==> config.mk <==
export PLATFORM = sky130hd
export DESIGN_NAME = pcint_group_top
export DESIGN_NICKNAME = d
export VERILOG_FILES = /design/src/rtl/pcint_pkg.sv /design/src/rtl/pcint_ctrl.sv /design/src/rtl/pcint_datapath.sv /design/src/rtl/pcint_group_top.sv
export SDC_FILE = /design/constraint.sdc
export NUM_CORES = 1
export LEC_CHECK = 0
export BUFFER_PORTS_ARGS = -buffer_cell sky130_fd_sc_hd__buf_4
export CORE_ASPECT_RATIO = 1.25
export CORE_MARGIN = 10
export CORE_UTILIZATION = 44
export DETAILED_ROUTE_END_ITERATION = 10
export PLACE_DENSITY = 0.76
export SYNTH_ARGS = -nofsm -noshare
export SYNTH_HDL_FRONTEND = slang
export SYNTH_HIERARCHICAL = 1
export SYNTH_SLANG_ARGS = --single-unit
export TNS_END_PERCENT = 1
==> constraint.sdc <==
create_clock -name clk -period 1.15 [get_ports clk]
set_input_delay 0.23 -clock clk [delete_from_list [all_inputs] [get_ports clk]]
set_output_delay 0.23 -clock clk [all_outputs]
set_load 0.02 [all_outputs]
==> src/rtl/pcint_pkg.sv <==
package pcint_pkg;
  localparam int PCI_GROUPS  = 3;
  localparam int PCI_GROUP_W = 8;
  localparam int PCI_DATA_W  = 8;
  localparam int PCI_ADDR_W  = 3;

  typedef struct packed {
    logic [PCI_GROUPS-1:0] maskWe;
    logic                  enWe;
    logic [PCI_GROUPS-1:0] flagClr;
    logic [PCI_ADDR_W-1:0] rdSel;
  } pci_strobes_t;
endpackage

==> src/rtl/pcint_ctrl.sv <==
module pcint_ctrl
  import pcint_pkg::*;
#(
  parameter int NG = PCI_GROUPS,
  parameter int DW = PCI_DATA_W,
  parameter int AW = PCI_ADDR_W
) (
  input  logic          clk,
  input  logic          rstN,
  input  logic [AW-1:0] busAddr,
  input  logic          busWrEn,
  input  logic [DW-1:0] busWrData,
  input  logic [NG-1:0] ackVec,
  output pci_strobes_t  strb
);
  localparam logic [AW-1:0] EN_ADDR   = AW'(NG);
  localparam logic [AW-1:0] FLAG_ADDR = AW'(NG + 1);

  logic [NG-1:0] swClr;

  always_comb begin
    strb = '0;
    strb.rdSel = busAddr;
    for (int g = 0; g < NG; g++) begin
      strb.maskWe[g] = busWrEn && (busAddr == AW'(g));
    end
    strb.enWe = busWrEn && (busAddr == EN_ADDR);
    swClr = (busWrEn && (busAddr == FLAG_ADDR)) ? busWrData[NG-1:0] : '0;
    strb.flagClr = swClr | ackVec;
  end

  // a software clear strobe only exists for bits written as one
  a_r7_w1c_only_ones: assert property (@(posedge clk) disable iff (!rstN)
    (busWrEn && busAddr == FLAG_ADDR && ackVec == '0) |-> (strb.flagClr == busWrData[NG-1:0]));
  // at most one register is targeted by a write
  a_r4_single_target: assert property (@(posedge clk) disable iff (!rstN)
    $countones({strb.maskWe, strb.enWe}) <= 1);
endmodule

==> src/rtl/pcint_datapath.sv <==
module pcint_datapath
  import pcint_pkg::*;
#(
  parameter int NG = PCI_GROUPS,
  parameter int GW = PCI_GROUP_W,
  parameter int DW = PCI_DATA_W,
  parameter int AW = PCI_ADDR_W
) (
  input  logic          clk,
  input  logic          rstN,
  input  logic [NG*GW-1:0] pinIn,
  input  logic          globalIe,
  input  logic [DW-1:0] wrData,
  input  pci_strobes_t  strb,
  output logic [DW-1:0] rdData,
  output logic [NG-1:0] irqReq
);
  localparam int NP = NG * GW;

  logic [NP-1:0] syncA, syncB, prevB, pinChg;
  logic [GW-1:0] maskReg [NG];
  logic [NG-1:0] enReg, flagReg, setEv;

  always_ff @(posedge clk or negedge rstN) begin
    if (!rstN) begin
      syncA <= '0;
      syncB <= '0;
      prevB <= '0;
    end else begin
      syncA <= pinIn;
      syncB <= syncA;
      prevB <= syncB;
    end
  end

  assign pinChg = syncB ^ prevB;

  for (genvar g = 0; g < NG; g++) begin : gGrp
    always_ff @(posedge clk or negedge rstN) begin
      if (!rstN) maskReg[g] <= '0;
      else if (strb.maskWe[g]) maskReg[g] <= wrData[GW-1:0];
    end
    assign setEv[g] = |(pinChg[g*GW +: GW] & maskReg[g]);

    // a selected change always lands in the flag, regardless of enables
    a_r6_set_on_change: assert property (@(posedge clk) disable iff (!rstN)
      setEv[g] |=> flagReg[g]);
    // an acknowledge with no new event empties the flag
    a_r7_ack_clears: assert property (@(posedge clk) disable iff (!rstN)
      (strb.flagClr[g] && !setEv[g]) |=> !flagReg[g]);
    // a flag only rises after a masked-in change
    a_r3_rise_needs_event: assert property (@(posedge clk) disable iff (!rstN)
      $rose(flagReg[g]) |-> $past(setEv[g]));
  end

  always_ff @(posedge clk or negedge rstN) begin
    if (!rstN) begin
      enReg   <= '0;
      flagReg <= '0;
    end else begin
      if (strb.enWe) enReg <= wrData[NG-1:0];
      flagReg <= (flagReg & ~strb.flagClr) | setEv;
    end
  end

  assign irqReq = flagReg & enReg & {NG{globalIe}};

  always_comb begin
    rdData = '0;
    for (int g = 0; g < NG; g++) begin
      if (strb.rdSel == AW'(g)) rdData[GW-1:0] = maskReg[g];
    end
    if (strb.rdSel == AW'(NG))     rdData[NG-1:0] = enReg;
    if (strb.rdSel == AW'(NG + 1)) rdData[NG-1:0] = flagReg;
  end

  // no request can leave without the global enable
  a_r5_irq_needs_gie: assert property (@(posedge clk) disable iff (!rstN)
    (irqReq != '0) |-> globalIe);
  // reserved enable bits never read back as one
  a_r4_reserved_zero: assert property (@(posedge clk) disable iff (!rstN)
    (strb.rdSel == AW'(NG)) |-> (rdData[DW-1:NG] == '0));
endmodule

==> src/rtl/pcint_group_top.sv <==
module pcint_group_top
  import pcint_pkg::*;
#(
  parameter int NG = PCI_GROUPS,
  parameter int GW = PCI_GROUP_W,
  parameter int DW = PCI_DATA_W,
  parameter int AW = PCI_ADDR_W
) (
  input  logic             clk,
  input  logic             rstN,
  input  logic [NG*GW-1:0] pinIn,
  input  logic             globalIe,
  input  logic [NG-1:0]    ackVec,
  input  logic [AW-1:0]    busAddr,
  input  logic             busWrEn,
  input  logic [DW-1:0]    busWrData,
  output logic [DW-1:0]    busRdData,
  output logic [NG-1:0]    irqReq
);
  pci_strobes_t strb;

  pcint_ctrl #(.NG(NG), .DW(DW), .AW(AW)) uCtrl (
    .clk(clk), .rstN(rstN), .busAddr(busAddr), .busWrEn(busWrEn),
    .busWrData(busWrData), .ackVec(ackVec), .strb(strb)
  );

  pcint_datapath #(.NG(NG), .GW(GW), .DW(DW), .AW(AW)) uDp (
    .clk(clk), .rstN(rstN), .pinIn(pinIn), .globalIe(globalIe),
    .wrData(busWrData), .strb(strb), .rdData(busRdData), .irqReq(irqReq)
  );
endmodule

==> results.toml <==
[floorplan]
die_area_um2 = 12300
core-area_um2 = 7930
fp.dieH_um = 121
die_x_um = 101
num_io_pins = 53
start_util = 0.457
num_rows = 36

[synthesis]
synth_seq_cells = 102
synthFlopType = "dfrtp_1"
syn_avg_cell_area_um2 = 15.8
synth_area_leader_cell = "dfrtp_1"
synth_nets = 272
synth-async-reset-ratio = 1.00
yosysWarningCount = 6
syn_area_um2 = 3620
synth_common_cells = "dfrtp_1, mux2_2, xor2_1, nor2_1, a21oi_1"
synth-edff-count = 0
yosys-top-cells-area = "dfrtp_1, mux2_2, xor2_1, mux2i_1, nor2_1"
synthCells = 230
post-synth-top-count-cell = "dfrtp_1"
yosysTopAreaCellShare = 0.704
yosysUniqueCellTypes = 27
ys_seq_area_frac = 0.704

[power]
finalPower_mw = 7.97
leakagePower_nw = 2.23
power_density_nw_per_um2 = 1640
peakVddDrop_uv = 907

[route]
vias_per_cell = 4.94
routed_wl_um = 7080
wl_per_cell_um = 16.2
drc = 0
ant_nets = 0
via_count = 2156
drt-pass1-iter-count = 4
drt_iter0_drc = 110

[grt]
grt_use_total = 0.121
grt_pass1_wl_um = 11600
antenna_found_initial = 0
grt_overflow = 0
grt_pass1_vias = 2383
grt_max_degree = 63

[setup_path]
worst-endpoint-required_ps = 920
path_depth = 4
cp_cell_sequence = "mux4_2 -> inv_2 -> o21ai_2 -> buf_6"
worstSetupStartpointType = "flop"
reg2regPathDepth = 4
criticalPathCategory = "flop to output pin"
cpPeakStageDelay_ps = 470
slowest_stage = "mux4_2"
cp.buffers_inverters = 2
cp_top_family = "multiplexers"
crit_path_end_kind = "output pin"
arrival_ps = 1490
critPathMaxFanout = 2

[clock_network]
root_buffer = "clkbuf_8"
cts_made_buffers = 9
cts.sinks = 102
worstSkewPairLatency_ps = 350
cts_buffer_depth = 2
tritoncts = "done"
htree_levels = 3
clk_pin_slew_ps = 100

[timing]
max_freq_mhz = 583
setup_violations = 14
finalHoldViolations = 0
maxSlewHeadroom = 0.635
worst_slack_ps = -565
period_needed_ps = 1720
fin_worst_skew_ps = 12.7
tns_ps = -4450
rsz0062_at_grt = "yes"
period_share = 1.49
tightestPinTransition_ps = 548
hold-worst-slack_ps = 121
slew_violations = 0

[final_layout]
drive_above_1_share = 0.425
insertedDiodeCount = 0
stdcell_area_um2 = 4870
finish.utilization = 0.614
areaGrowthSynthToFinish_pct = 34.4
finalNonFillerCells = 436
fill_cells = 601
nets = 379

[placed_design]
preCtsSetupSlack_ps = -408
placed_cells = 395
gp_congestion = 0.805
dpl.hpwl_um = 4980
place_area_um2 = 4320
io_buffers = 52

[min_path]
hold_path_class = "input port to flop"
hold_depth = 2

[job]
cap_violations = 0

[status]
violations = "setup timing"
status = "finished, violations left"
## layer usage
metal | GRT usage | vias up | share of wire
li1 | - | 1022 | -
met1 | 0.143 | 1067 | 0.41
met2 | 0.199 | 59 | 0.51
met3 | 0.0359 | 8 | 0.059
met4 | 0.0489 | 0 | 0.014
met5 | 0 | - | 0
## sequential cells by signal (all words and copies together), names as in the netlist
| name | flops |
|---|---|
| uDp/flagReg | 3 |
| uDp/maskReg | 24 |
| uDp/prevB | 24 |
| uDp/syncA | 24 |
| uDp/syncB | 24 |
| uDp/enReg | 3 |
## cell usage in the layout, fill, tap and decap left out, drive strengths merged, types with 6 or more instances in the layout
cell type / synthesis / layout
mux2i: 7 / 7
a21oi: 8 / 8
buf: 10 / 81
mux2: 27 / 27
nor2b: 6 / 6
dfrtp: 102 / 102
nor2: 13 / 13
xor2: 24 / 24
clkbuf: 0 / 10
dlygate4sd3: 0 / 25
## final cells by class
type / count / area (um^2) / area share
inverters: 1 / 3.75 / 0.000771
flip-flops and latches: 102 / 2550 / 0.524
clock inverters: 5 / 83.8 / 0.0172
clock buffers: 10 / 138 / 0.0283
repair buffers: 106 / 917 / 0.188
multi-input cells: 117 / 1060 / 0.217
well taps: 95 / 119 / 0.0244
## timing repair
item / in CTS / in global routing
endpoints found under the setup margin: 14 / 14
gates resized for setup: 16 / 3
hold buffers: 25 / 0
pin swaps: 5 / 0
endpoints found under the hold margin: 126 / 0
buffers inserted: 1 / 0
gates cloned: 0 / 0
## final timing paths
check                                                 start                     endpoint  slack, ps
min in group asynchronous                              rstN      uDp/syncB[23]$_DFF_PN0_        250
max in group asynchronous                              rstN       uDp/prevB[9]$_DFF_PN0_        370
worst min-delay path                           busWrData[6]  uDp/maskReg[22]$_DFFE_PN0P_        120
worst max register to register      uDp/syncB[20]$_DFF_PN0_     uDp/flagReg[2]$_DFF_PN0_       -300
worst max-delay path            uDp/maskReg[17]$_DFFE_PN0P_                 busRdData[1]       -570
worst min register to register      uDp/syncA[21]$_DFF_PN0_      uDp/syncB[21]$_DFF_PN0_        350
## logic make-up (layout without fill, tap and decap cells)
family | after synthesis | after routing | share of synthesized area
XOR/XNOR | 24 | 24 | 0.0580
buffers and inverters | 11 | 122 | 0.0211
multiplexers | 35 | 35 | 0.109
AND/OR/NAND/NOR | 31 | 31 | 0.0494
flip-flops | 102 | 102 | 0.704
AO/OA/AOI/OAI | 27 | 27 | 0.0577
## power breakdown
part | internal (mW) | switching, mW
clock network | 1.28 | 1.13
registers | 3.94 | 0.233
logic | 0.823 | 0.575
Note: power is estimated with default switching activity, not from simulation.
